===== config.mk =====
export PLATFORM = sky130hd
export DESIGN_NAME = hdx_tx_defer
export DESIGN_NICKNAME = d
export VERILOG_FILES = /design/src/rtl/hdx_defer_pkg.sv /design/src/rtl/hdx_lfsr.sv /design/src/rtl/hdx_quiet_cnt.sv /design/src/rtl/hdx_backoff_calc.sv /design/src/rtl/hdx_tx_defer.sv
export SDC_FILE = /design/constraint.sdc
export NUM_CORES = 1
export LEC_CHECK = 0
export ABC_CLOCK_PERIOD_IN_PS = 2880
export BUFFER_PORTS_ARGS = -buffer_cell sky130_fd_sc_hd__buf_2
export CAP_MARGIN = 20
export CORE_UTILIZATION = 50
export CTS_BUF_LIST = sky130_fd_sc_hd__clkbuf_8
export DETAILED_ROUTE_END_ITERATION = 10
export GPL_TIMING_DRIVEN = 0
export MAX_ROUTING_LAYER = met4
export PLACE_DENSITY_LB_ADDON = 0.12
export SKIP_LAST_GASP = 1
export SYNTH_ARGS = -nofsm -noshare
export SYNTH_HDL_FRONTEND = slang
export SYNTH_SLANG_ARGS = --single-unit

===== constraint.sdc =====
create_clock -name clk -period 2.88 [get_ports clk]
set_input_delay 0 -clock clk [delete_from_list [all_inputs] [get_ports clk]]
set_output_delay 0 -clock clk [all_outputs]
set_load 0.05 [all_outputs]

===== src/rtl/hdx_defer_pkg.sv =====
package hdx_defer_pkg;
  localparam int unsigned IFG_TICKS    = 96;
  localparam int unsigned QUIET_TICKS  = 60;
  localparam int unsigned SETTLE_TICKS = 36;
  localparam int unsigned JAM_TICKS    = 32;
  localparam int unsigned SLOT_TICKS   = 512;
  localparam int unsigned BO_CAP       = 10;
  localparam int unsigned LIMIT_W      = 4;

  typedef enum logic [2:0] {
    ST_IDLE    = 3'd0,
    ST_XMIT    = 3'd1,
    ST_JAM     = 3'd2,
    ST_BACKOFF = 3'd3,
    ST_QUIET   = 3'd4,
    ST_SETTLE  = 3'd5
  } hdx_state_e;
endpackage


===== src/rtl/hdx_lfsr.sv =====
module hdx_lfsr #(
  parameter int unsigned W     = 16,
  parameter int unsigned OUT_W = 10,
  parameter logic [W-1:0] SEED = 16'hACE1
) (
  input  logic             clk,
  input  logic             rst_n,
  output logic [OUT_W-1:0] rnd
);
  logic [W-1:0] lfsr_q, lfsr_d;
  logic         fb;

  // Taps 16,14,13,11: maximal length for a 16-bit register
  always_comb begin
    fb     = lfsr_q[W-1] ^ lfsr_q[W-3] ^ lfsr_q[W-4] ^ lfsr_q[W-6];
    lfsr_d = {lfsr_q[W-2:0], fb};
  end

  always_ff @(posedge clk or negedge rst_n) begin
    if (!rst_n) lfsr_q <= SEED;
    else        lfsr_q <= lfsr_d;
  end

  assign rnd = lfsr_q[OUT_W-1:0];
endmodule


===== src/rtl/hdx_quiet_cnt.sv =====
module hdx_quiet_cnt #(
  parameter int unsigned MAX = 96,
  localparam int unsigned QW = $clog2(MAX + 1)
) (
  input  logic          clk,
  input  logic          rst_n,
  input  logic          bit_tick,
  input  logic          busy,
  input  logic          crs,
  output logic [QW-1:0] count
);
  logic [QW-1:0] cnt_q, cnt_d;

  always_comb begin
    cnt_d = cnt_q;
    if (bit_tick) begin
      if (crs || busy)          cnt_d = '0;
      else if (cnt_q != QW'(MAX)) cnt_d = cnt_q + 1'b1;
    end
  end

  always_ff @(posedge clk or negedge rst_n) begin
    if (!rst_n) cnt_q <= '0;
    else        cnt_q <= cnt_d;
  end

  assign count = cnt_q;
endmodule


===== src/rtl/hdx_backoff_calc.sv =====
module hdx_backoff_calc #(
  parameter int unsigned SLOT  = 512,
  parameter int unsigned CAP   = 10,
  parameter int unsigned NW    = 5,
  parameter int unsigned OUT_W = 19
) (
  input  logic [CAP-1:0]   rnd,
  input  logic [NW-1:0]    ncol,
  output logic [OUT_W-1:0] wait_ticks
);
  logic [CAP-1:0] mask;

  // Range doubles with each collision, truncated at CAP bits
  for (genvar i = 0; i < CAP; i++) begin : g_mask
    assign mask[i] = (32'(ncol) > i);
  end

  assign wait_ticks = OUT_W'(rnd & mask) * OUT_W'(SLOT);
endmodule


===== src/rtl/hdx_tx_defer.sv =====
module hdx_tx_defer
  import hdx_defer_pkg::*;
#(
  parameter int unsigned IFG    = IFG_TICKS,
  parameter int unsigned QUIET  = QUIET_TICKS,
  parameter int unsigned SETTLE = SETTLE_TICKS,
  parameter int unsigned JAM    = JAM_TICKS,
  parameter int unsigned SLOT   = SLOT_TICKS,
  parameter int unsigned CAP    = BO_CAP,
  parameter int unsigned LW     = LIMIT_W
) (
  input  logic          clk,
  input  logic          rst_n,
  input  logic          bit_tick,
  input  logic          tx_req,
  input  logic          tx_end,
  input  logic          crs,
  input  logic          col,
  input  logic          cfg_we,
  input  logic [LW-1:0] cfg_limit,
  output logic          tx_en,
  output logic          jam_sel,
  output logic          done_ok,
  output logic          done_abort,
  output logic          done_late
);
  localparam int unsigned QW  = $clog2(IFG + 1);
  localparam int unsigned EW  = $clog2(SLOT + 1);
  localparam int unsigned NW  = LW + 1;
  localparam int unsigned BOW = $clog2(SLOT * (1 << CAP));
  localparam int unsigned TW  = (BOW > 8) ? BOW : 8;

  hdx_state_e    state_q, state_d;
  logic [TW-1:0] timer_q, timer_d;
  logic [EW-1:0] elapsed_q, elapsed_d;
  logic [NW-1:0] ncol_q, ncol_d;
  logic          late_q, late_d;
  logic [LW-1:0] limit_q, limit_d;
  logic          ok_q, ok_d, abort_q, abort_d, latep_q, latep_d;
  logic [QW-1:0] quiet_cnt;
  logic [CAP-1:0] rnd;
  logic [BOW-1:0] bo_ticks;

  hdx_lfsr #(.W(16), .OUT_W(CAP)) u_lfsr (
    .clk(clk), .rst_n(rst_n), .rnd(rnd)
  );

  hdx_quiet_cnt #(.MAX(IFG)) u_quiet (
    .clk(clk), .rst_n(rst_n), .bit_tick(bit_tick),
    .busy(tx_en), .crs(crs), .count(quiet_cnt)
  );

  hdx_backoff_calc #(.SLOT(SLOT), .CAP(CAP), .NW(NW), .OUT_W(BOW)) u_bo (
    .rnd(rnd), .ncol(ncol_q), .wait_ticks(bo_ticks)
  );

  always_comb begin
    state_d   = state_q;
    timer_d   = timer_q;
    elapsed_d = elapsed_q;
    ncol_d    = ncol_q;
    late_d    = late_q;
    limit_d   = cfg_we ? cfg_limit : limit_q;
    ok_d      = 1'b0;
    abort_d   = 1'b0;
    latep_d   = 1'b0;
    unique case (state_q)
      ST_IDLE: begin
        if (tx_req && quiet_cnt >= QW'(IFG)) begin
          state_d   = ST_XMIT;
          elapsed_d = '0;
          ncol_d    = '0;
          late_d    = 1'b0;
        end
      end
      ST_XMIT: begin
        if (bit_tick && elapsed_q != EW'(SLOT)) elapsed_d = elapsed_q + 1'b1;
        if (col) begin
          state_d = ST_JAM;
          timer_d = TW'(JAM - 1);
          if (elapsed_q == EW'(SLOT)) late_d = 1'b1;
          else                        ncol_d = ncol_q + 1'b1;
        end else if (tx_end) begin
          state_d = ST_IDLE;
          ok_d    = 1'b1;
        end
      end
      ST_JAM: begin
        if (timer_q == '0) begin
          if (late_q) begin
            state_d = ST_IDLE;
            latep_d = 1'b1;
          end else if (ncol_q > {1'b0, limit_q}) begin
            state_d = ST_IDLE;
            abort_d = 1'b1;
          end else begin
            state_d = ST_BACKOFF;
            timer_d = TW'(bo_ticks);
          end
        end else if (bit_tick) begin
          timer_d = timer_q - 1'b1;
        end
      end
      ST_BACKOFF: begin
        if (timer_q == '0)  state_d = ST_QUIET;
        else if (bit_tick)  timer_d = timer_q - 1'b1;
      end
      ST_QUIET: begin
        if (quiet_cnt >= QW'(QUIET)) begin
          state_d = ST_SETTLE;
          timer_d = TW'(SETTLE);
        end
      end
      ST_SETTLE: begin
        if (timer_q == '0) begin
          state_d   = ST_XMIT;
          elapsed_d = '0;
        end else if (bit_tick) begin
          timer_d = timer_q - 1'b1;
        end
      end
      default: state_d = ST_IDLE;
    endcase
  end

  always_ff @(posedge clk or negedge rst_n) begin
    if (!rst_n) begin
      state_q   <= ST_IDLE;
      timer_q   <= '0;
      elapsed_q <= '0;
      ncol_q    <= '0;
      late_q    <= 1'b0;
      limit_q   <= '1;
      ok_q      <= 1'b0;
      abort_q   <= 1'b0;
      latep_q   <= 1'b0;
    end else begin
      state_q   <= state_d;
      timer_q   <= timer_d;
      elapsed_q <= elapsed_d;
      ncol_q    <= ncol_d;
      late_q    <= late_d;
      limit_q   <= limit_d;
      ok_q      <= ok_d;
      abort_q   <= abort_d;
      latep_q   <= latep_d;
    end
  end

  assign tx_en      = (state_q == ST_XMIT) || (state_q == ST_JAM);
  assign jam_sel    = (state_q == ST_JAM);
  assign done_ok    = ok_q;
  assign done_abort = abort_q;
  assign done_late  = latep_q;
endmodule


==> results of run 1 <==
## per-stage QoR
step                      util (%)  total power, uW  hold slack [ns]  cell area, sq um
after floorplan                  -             1290           -0.296              3730
after global placement        54.5             1370            0.212              3930
after detailed placement      54.6             1390            0.168              3940
after CTS                     59.9             2220           0.0576              4320
after global routing          60.6             2330            0.127              4380
final                         60.6             2220           0.0755              4380
## what timing repair did
item | CTS | global route
pin swaps | 0 | 2
hold endpoints to repair | 63 | 0
gates resized for setup | 3 | 11
setup buffers | 0 | 1
setup endpoints to repair | 21 | 29
hold buffers | 17 | 0
## final timing paths
kind                                endpoint  slack, ns         startpoint  cells after the start
max                              timer_q[13]       0.09         timer_q[4]                      9
min                               timer_q[0]       0.08           bit_tick                      3
max reg2reg                      timer_q[13]       0.09         timer_q[4]                      9
min reg2reg                u_lfsr.lfsr_q[15]       0.36  u_lfsr.lfsr_q[14]                      0
max in group asynchronous       elapsed_q[3]       2.02              rst_n                      2
min in group asynchronous   u_quiet.count[1]       0.31              rst_n                      2
## cells in the mapped netlist, drive strengths merged (11+ instances only)
cell type   n
ha         13
nand2      32
a31oi      17
dfstp      12
o21ai      35
a21oi      25
clkbuf     11
nor3       13
dfrtp      56
inv        22
nand3      17
nor2       34
## worst max-delay path, delay by kind of cell, from the launching register on
kind,cells,cell delay (ns)
AO/OA/AOI/OAI,4,0.77
flip-flops,1,0.41
AND/OR/NAND/NOR,2,1.04
buffers and inverters,3,0.48
## cells by family (layout without fill, tap and decap cells)
| group | count (synthesis) | count (layout) |
|---|---|---|
| muxes | 2 | 2 |
| xor gates and xnor gates | 10 | 10 |
| and+or+nand+nor | 151 | 151 |
| buffers and inverters | 38 | 87 |
| AOI/OAI and AO/OA | 121 | 121 |
| DFF | 68 | 68 |
| adders and majority gates | 13 | 13 |
## power by group through the flow
stage / Clock (uW) / Sequential (uW) / Combinational, uW
finish: 807 / 1120 / 293
detailed placement: 0 / 1130 / 257
floorplan: 0 / 1110 / 183
CTS: 826 / 1120 / 279
global route: 862 / 1130 / 332
global placement: 0 / 1130 / 245
## layout make-up
type                       count  share of cell area (%)
clock inverter                 6                    1.46
sequential                    68                    39.2
multi-input combinational    297                    43.7
inverter                      22                    1.89
buffer                        15                    1.80
timing repair buffer          34                    5.95
clock buffer                  10                    3.15
tap                           99                    2.83
## registers in the layout, summed over array words and instances (netlist names)
signal and flops:
done_abort 1, done_late 1, done_ok 1, elapsed_q 10, late_q 1, limit_q 4
ncol_q 5, state_q 3, timer_q 19, u_lfsr.lfsr_q 16, u_quiet.count 7
## routing by layer
metal	wire (um)	part of all wire [%]	vias up
li1	-	-	1580
met1	4430	49	1587
met2	4130	46	67
met3	331	3.7	12
met4	159	1.8	0
met5	0	0	-
==> out/metrics.cfg, run 1 <==
[sta]
min_period_ns = 2.79
tns_ns = 0
rsz0062_at_grt = true
fmax_mhz = 358
finalSetupViolCount = 0
worst_pin_slew_ns = 0.849
fin_skew_ns = 0.00758
max_slew_margin_pct = 43.4
worst_slack_ns = 0.0883
maxSlewViolCount = 0
finalHoldViolations = 0
period_share_pct = 96.9

[route]
routed_wl_um = 9060
remaining_drc_errors = 0
post_drt_wl_per_cell_um = 16.4
num_vias = 3246
ant_nets = 0
drt_first_pass_iters = 5
via_per_inst = 5.89
drt_iter0_drc = 231

[synth]
synth-edff-count = 0
synth_area_leaders = dfrtp_1 (38%), dfstp_2 (8.5%), ha_1 (4.4%), o21ai_0 (4.3%), a21oi_1 (3.4%)
synth_top_family_by_area = simple AND/OR/NAND/NOR gates
synth-simple-area-share_pct = 21.2
synth_mux_area_share_pct = 0.571
synth_warnings = 0
syn_area_sq_um = 3720
ys.flop_type = dfrtp_1
synth-seq-area-share_pct = 46.1
synth_seq_cells = 68
synth_xor_area_share_pct = 2.35
synth_compound_area_share_pct = 21.0
synthAdderAreaFrac_pct = 4.37
synth_top_cell_by_area = dfrtp_1
netlist_instances = 403
synth_cell_types = 63
yosysTopAreaCellShare_pct = 37.6
syn-num-nets = 428
ys_async_sr_fraction_pct = 100
avgSynthCellArea_sq_um = 9.24

[floorplan]
fp.dieW_um = 88.3
die_y_um = 88.3
fp.coreArea_sq_um = 7210
ioPinCount = 17
start_util_pct = 51.6
die-area_sq_um = 7800
row_count = 31

[power]
swShare_pct = 28.4
p_switching_uw = 631
pwr-share-comb_pct = 13.2
sequentialPowerShare_pct = 50.4
p_per_area_nw_per_um2 = 507
clkPwrFrac_pct = 36.4
max-vdd-ir-drop_mv = 0.327
power.leakage_uw = 0.00188
intPower_uw = 1590

[global_routing]
overflow = 0
gr-usage-all-layers_pct = 26.9
grt_pass1_wl_um = 15300
grt_use_met2_pct = 38.7
grt_antenna_before_repair = 0
grtUsageMet3_pct = 4.20
grtUsageMet1_pct = 38.1
busiest_layer = met2
first_global_vias = 3042
grt_max_degree = 69

[setup_path]
worstPathRequired_ns = 3.16
cp-end-kind = flip-flop
cp_cell_sequence = or4_1 -> buf_2 -> or4_4 -> o41ai_4 -> a21o_1 -> buf_6 -> buf_8 -> a21oi_1 -> o22ai_2
worstPathArrival_ns = 3.07
cpMaxStageDelayCell = or4_4
crit_type = flip-flop to flip-flop
crit_fanout = 10
cp_slowest_stage_delay_ns = 0.53
crit_path_start_kind = flip-flop

[final_layout]
layout_common_cells = dfrtp_1 (56), nor2_1 (33), o21ai_0 (32)
fin_cells = 551
fillers = 653
nNetsFinal = 472
drive_gt1_share_pct = 16.2
syn2layout_area_growth_pct = 17.5
diodes = 0
multi_input_area_sq_um = 1910
layout_commonest_cell = dfrtp_1
regArea_sq_um = 1720

[place]
io_buffers = 16
dp.cells = 518
pre_cts_ws_ns = -0.0918
routabilityCongestion = 0.897
place_hpwl_um = 6070

[clock_tree]
cts_tree = done
cts_buffer_depth = 2
clkTransAtPathRegs_ns = 0.08
ctsRootBufferMaster = clkbuf_8
numCtsBuffers = 9
clock_sinks = 68
insertion_delay_ns = 0.35
ctsHtreeMaxLevel = 3

[flow_run]
cap_viol_max_count = 0

[status]
status = complete, no violations

[worst_hold_path]
hp-class = input pin to flip-flop

Note: power is estimated with default switching activity, not from simulation.
==> run 2: changes to the inputs <==
ABC_AREA = 1   (was unset)
==> run 2 against run 1 <==
Total power grew 74%. Cell count grew 21%. Maximum frequency is 44% higher. Sequential power increased by 12%. Die area up 7.3%. First-iteration DRC count is 32% lower. Clock skew up 0.00058 ns. Worst setup slack improved by 0.85 ns. Worst hold slack lost 0.056 ns. Largest power group is now combinational cells. Highest routed layer unchanged.
==> out/metrics.cfg, run 2 <==
[route]
via_per_inst = 5.10
post_drt_wl_per_cell_um = 12.6
drt_iter0_drc = 156
remaining_drc_errors = 0
num_vias = 3405
ant_nets = 0
routed_wl_um = 8420
drt_first_pass_iters = 4

[global_routing]
grt_antenna_before_repair = 0
grt_pass1_wl_um = 15200
gr-usage-all-layers_pct = 23.5
overflow = 0
first_global_vias = 3377
grt_max_degree = 69

[synth]
netlist_top_cells_count = nand2_1 (150), dfrtp_1 (56), inv_1 (50)
yosysMostFrequentCell = nand2_1
yosysTopAreaCellShare_pct = 35.0
netlist_instances = 520
synth-edff-count = 0
synth_area_leaders = dfrtp_1 (35%), nand2_1 (14%), dfstp_2 (7.9%), nand3_1 (5.6%), inv_1 (4.7%)
synth_warnings = 0
synth_cell_types = 35
synth-seq-area-share_pct = 42.9
synth_seq_cells = 68
synth_top_cell_by_area = dfrtp_1
ys_async_sr_fraction_pct = 100
ys.flop_type = dfrtp_1
syn_area_sq_um = 4000
avgSynthCellArea_sq_um = 7.70
syn-num-nets = 545

[setup_path]
path_buf_inv = 2
cp_cell_sequence = inv_1 -> ha_1 -> nand2_1 -> nor2_2 -> nand3_2 -> nand2_1 -> nand2_2 -> buf_2 -> nand2_1 -> nand3_1 -> nand2_1 -> nand2_1
crit_family = simple AND/OR/NAND/NOR gates
crit_type = flip-flop to flip-flop
crit_path_start_kind = flip-flop
cp_common_cell = nand2_1
rr_worst_depth = 12
cp.depth = 12
cp_slowest_stage_delay_ns = 0.41
worstPathRequired_ns = 3.12
cp-end-kind = flip-flop
cpMaxStageDelayCell = dfrtp_1
worstPathArrival_ns = 2.18
crit_fanout = 10

[clock_tree]
ctsRootBufferMaster = clkbuf_8
clkTransAtPathRegs_ns = 0.08
ctsResizeCount = 0
cts_tree = done
numCtsBuffers = 9
insertion_delay_ns = 0.34
cts_buffer_depth = 2
ctsHtreeMaxLevel = 3
clock_sinks = 68

[floorplan]
start_util_pct = 51.8
fp.dieW_um = 91.5
die_y_um = 91.5
fp.coreArea_sq_um = 7730
die-area_sq_um = 8370
ioPinCount = 17
row_count = 32

[final_layout]
diodes = 0
drive_gt1_share_pct = 14.0
fillers = 735
final_util_pct = 59.1
top_register = timer_q
multi_input_area_sq_um = 2020
regArea_sq_um = 1720
layout_commonest_cell = nand2_1
nNetsFinal = 586
syn2layout_area_growth_pct = 14.1
layout_common_cells = nand2_1 (150), dfrtp_1 (56), inv_1 (50)
top_regs = timer_q (19), u_lfsr.lfsr_q (16), elapsed_q (10)
largest_reg_flops = 19

[flow_run]
cap_viol_max_count = 0

[sta]
fmax_mhz = 516
finalSetupViolCount = 0
fin_skew_ns = 0.00816
rsz0062_at_grt = false
max_slew_margin_pct = 44.6
tns_ns = 0
finalHoldViolations = 0
worst_pin_slew_ns = 0.831
maxSlewViolCount = 0
min_period_ns = 1.94
period_share_pct = 67.3

[place]
routabilityCongestion = 0.920
place_hpwl_um = 6190
io_buffers = 16

[status]
status = complete, no violations

[power]
power.leakage_uw = 0.00227
p_per_area_nw_per_um2 = 843
max-vdd-ir-drop_mv = 0.477

[worst_hold_path]
min_path_cells = 5
hp-class = input pin to flip-flop

==> run 2: cell types whose count changed in the layout (fill, tap and decap cells not counted), sizes merged, moves of 11 or more <==
cell	delta
nand2	+122
inv	+36
nand3	+31
nor2	+24
a21oi	-17
a31oi	-17
clkbuf	-11
==> run 2: repair_timing <==
item	CTS	global route
buffers inserted	0	0
hold buffers	14	0
hold endpoints to repair	61	0
==> run 2: cell families after synthesis <==
logic type,share of synthesized area (%)
simple gates,34.0
mux,0.281
xor+xnor,5.25
fa+ha+maj,4.06
compound gates,6.78
buf+inv,6.78
flops,42.9
==> run 2: power by group <==
group | total [uW] | internal (uW) | switching [uW] | leakage [uW]
combinational | 1740 | 567 | 1170 | 0.00129
sequential | 1250 | 1090 | 153 | 0.000875
clock | 870 | 484 | 385 | 0.000109
==> run 2: stage by stage <==
| stage | power (uW) | setup slack (ns) | area, sq um | hold WS, ns | cells |
|---|---|---|---|---|---|
| global placement | 2940 | 0.971 | 4210 | 0.209 | 638 |
| finish | 3850 | 0.942 | 4570 | 0.0197 | 668 |
| global route | 4180 | 0.772 | 4570 | 0.0387 | 668 |
| floorplan | 2570 | 1.01 | 4000 | -0.296 | 520 |
| detailed placement | 2990 | 0.959 | 4210 | 0.172 | 638 |
| CTS | 3890 | 0.933 | 4570 | 0.00157 | 668 |
==> run 2: final timing paths <==
path                             startpoint                to  slack [ns]
hold reg to reg            u_lfsr.lfsr_q[6]  u_lfsr.lfsr_q[7]        0.37
max in group asynchronous             rst_n            late_q        2.03
setup / recovery                 timer_q[0]        timer_q[2]        0.94
hold / removal                          col        state_q[1]        0.02
min in group asynchronous             rst_n  u_quiet.count[3]        0.29
setup reg to reg                 timer_q[0]        timer_q[2]        0.94
==> run 2: per-layer routing <==
layer	global-route usage, %	vias to the layer above	routed length, um	part of all wire (%)
li1	-	1763	-	-
met5	-	-	0	0
met3	3.85	11	257	3.1
met2	38.3	58	4010	48
met1	29.8	1573	4030	48
met4	7.80	0	120	1.4
==> run 2: worst register-to-register path, stage by stage, from the launching register on <==
cell,delay [ns]
dfrtp_1,0.41
inv_1,0.10
ha_1,0.19
nand2_1,0.09
nor2_2,0.15
nand3_2,0.15
nand2_1,0.14
nand2_2,0.12
buf_2,0.22
nand2_1,0.08
nand3_1,0.06
nand2_1,0.08
nand2_1,0.05
==> run 2: layout make-up <==
| class | instances | share of cell area [%] |
|---|---|---|
| Buffer | 6 | 1.18 |
| Clock buffer | 9 | 2.71 |
| Clock inverter | 7 | 2.00 |
| Inverter | 58 | 4.76 |
| Multi-Input combinational cell | 388 | 44.1 |
| Sequential cell | 68 | 37.6 |
| Tap cell | 102 | 2.79 |
| Timing Repair Buffer | 30 | 4.87 |
==> run 3: changes to the inputs <==
ABC_CLOCK_PERIOD_IN_PS = 1850   (was 2880)
clock period = 1.85 ns   (was 2.88 ns; I/O delays follow)
==> run 3 against run 2 <==
Critical path type unchanged. Sequential power is 58% higher. Worst hold slack better by 0.012 ns. Maximum frequency is 5.3% higher. Routed wire length is 7.5% higher. Via count is 4.2% higher. Highest routed layer unchanged. Sequential share of layout area is 2.1 points lower.
==> out/metrics.cfg, run 3 (synthesized netlist as in run 2, its figures left out) <==
[sta]
fmax_mhz = 544
whs_ns = 0.0317
tns_ns = 0
fin_skew_ns = 0.0114
max_slew_margin_pct = 43.8
finalHoldViolations = 0
maxSlewViolCount = 0
worst_pin_slew_ns = 0.842
period_share_pct = 99.4
min_period_ns = 1.84
rsz0062_at_grt = true
finalSetupViolCount = 0

[final_layout]
fillers = 677
diodes = 0
regArea_sq_um = 1720
multi_input_area_sq_um = 2170
layout_commonest_cell = nand2_1
top_regs = timer_q (19), u_lfsr.lfsr_q (16), elapsed_q (10)
nNetsFinal = 595
largest_reg_flops = 19
stdcell_area_sq_um = 4840
syn2layout_area_growth_pct = 21.0
drive_gt1_share_pct = 22.1
layout_common_cells = nand2_1 (133), dfrtp_1 (55), nor2_1 (43), inv_1 (43), nand3_1 (42)
top_register = timer_q

[clock_tree]
cts_buffer_depth = 2
clock_sinks = 68
numCtsBuffers = 9
ctsHtreeMaxLevel = 3
ctsRootBufferMaster = clkbuf_8
insertion_delay_ns = 0.35
clkTransAtPathRegs_ns = 0.08
cts_tree = done

[global_routing]
grt_pass1_wl_um = 15500
grt_antenna_before_repair = 0
first_global_vias = 3482
gr-usage-all-layers_pct = 24.2
overflow = 0
grt_max_degree = 69

[setup_path]
crit_type = flip-flop to flip-flop
worstPathArrival_ns = 2.09
crit_path_start_kind = flip-flop
crit_fanout = 5
worstPathRequired_ns = 2.10
cp-end-kind = flip-flop

[place]
io_buffers = 16
placed_area_sq_um = 4220
routabilityCongestion = 0.930
place_hpwl_um = 6140

[floorplan]
row_count = 32
start_util_pct = 51.8
die_y_um = 91.5
fp.coreArea_sq_um = 7730
die-area_sq_um = 8370
ioPinCount = 17
fp.dieW_um = 91.5

[route]
route.met2.wl_um = 4380
via_per_inst = 5.24
routed_wl_um = 9060
num_vias = 3547
drt_iter0_drc = 117
post_drt_wl_per_cell_um = 13.4
ant_nets = 0
wl_met1_um = 4210
met3_length_um = 277
top_layer_used = met4
drt_first_pass_iters = 4
remaining_drc_errors = 0

[power]
power.leakage_uw = 0.00234
max-vdd-ir-drop_mv = 0.867
p_per_area_nw_per_um2 = 1380

[worst_hold_path]
hp-class = input pin to flip-flop

[flow_run]
cap_viol_max_count = 0

[status]
status = complete, no violations

run 3: changes by cell type in the layout (fill, tap and decap cells not counted), sizes merged:
| cell | previous run | this run |
|---|---|---|
| inv | 58 | 59 |
| dlygate4sd3 | 14 | 15 |
| clkinv | 4 | 2 |
| buf | 22 | 30 |
| bufinv | 2 | 3 |
run 3: what timing repair did:
action / in CTS / in global routing
gates cloned: 1 / 1
pin swaps: 14 / 11
hold buffers: 15 / 0
endpoints found under the hold margin: 62 / 0
endpoints found under the setup margin: 28 / 43
gates resized for setup: 23 / 28
buffers inserted: 3 / 3
run 3: power breakdown:
group | internal, uW | switching, uW | leakage [uW] | total, uW
logic | 1120 | 2050 | 0.00135 | 3170
registers | 1700 | 265 | 0.000873 | 1970
clock network | 905 | 637 | 0.000120 | 1540
run 3: worst paths after layout:
kind                                   startpoint                 to  slack (ns)  cells past startpoint
worst max-delay path                   timer_q[0]        timer_q[16]        0.01                     12
worst min-delay path                          crs   u_quiet.count[4]        0.03                      3
worst max register to register         timer_q[0]        timer_q[16]        0.01                     12
worst min register to register  u_lfsr.lfsr_q[14]  u_lfsr.lfsr_q[15]        0.36                      0
max in group asynchronous                   rst_n         state_q[2]        0.98                      2
min in group asynchronous                   rst_n   u_quiet.count[5]        0.29                      2
run 3: final cells by class:
class	instances	share of cell area [%]
plain buffers	6	1.24
clock buffers	9	2.56
clock inverters	7	2.56
repair buffers	39	6.12
flip-flops and latches	68	35.5
well taps	102	2.63
multi-input cells	388	44.9
inverters	58	4.55
run 3: worst max-delay path, stage by stage, from the launching register on:
cell	delay (ns)
dfrtp_1	0.41
inv_2	0.08
ha_2	0.19
nand2_1	0.10
nor2_2	0.19
nand3_4	0.14
nor2_4	0.14
nand2_2	0.07
nand3_4	0.13
nor2_4	0.07
buf_6	0.14
nand2_2	0.05
nand2_2	0.04
run 3: metrics by stage:
stage	setup slack [ns]	power, uW	std cells	utilization, %
final	0.0104	6680	677	62.7
after global routing	-0.115	7140	677	62.7
after CTS	-0.0435	6460	673	61.1
after detailed placement	-0.0689	4660	638	54.6
after global placement	-0.0607	4590	638	54.5
after floorplan	-0.000475	4000	520	-
run 3: layer usage:
metal  GRT usage, %  vias to the layer above
li1               -                     1779
met1           29.8                     1697
met2           39.2                       53
met3           4.19                       18
met4           10.3                        0
met5              -                        -
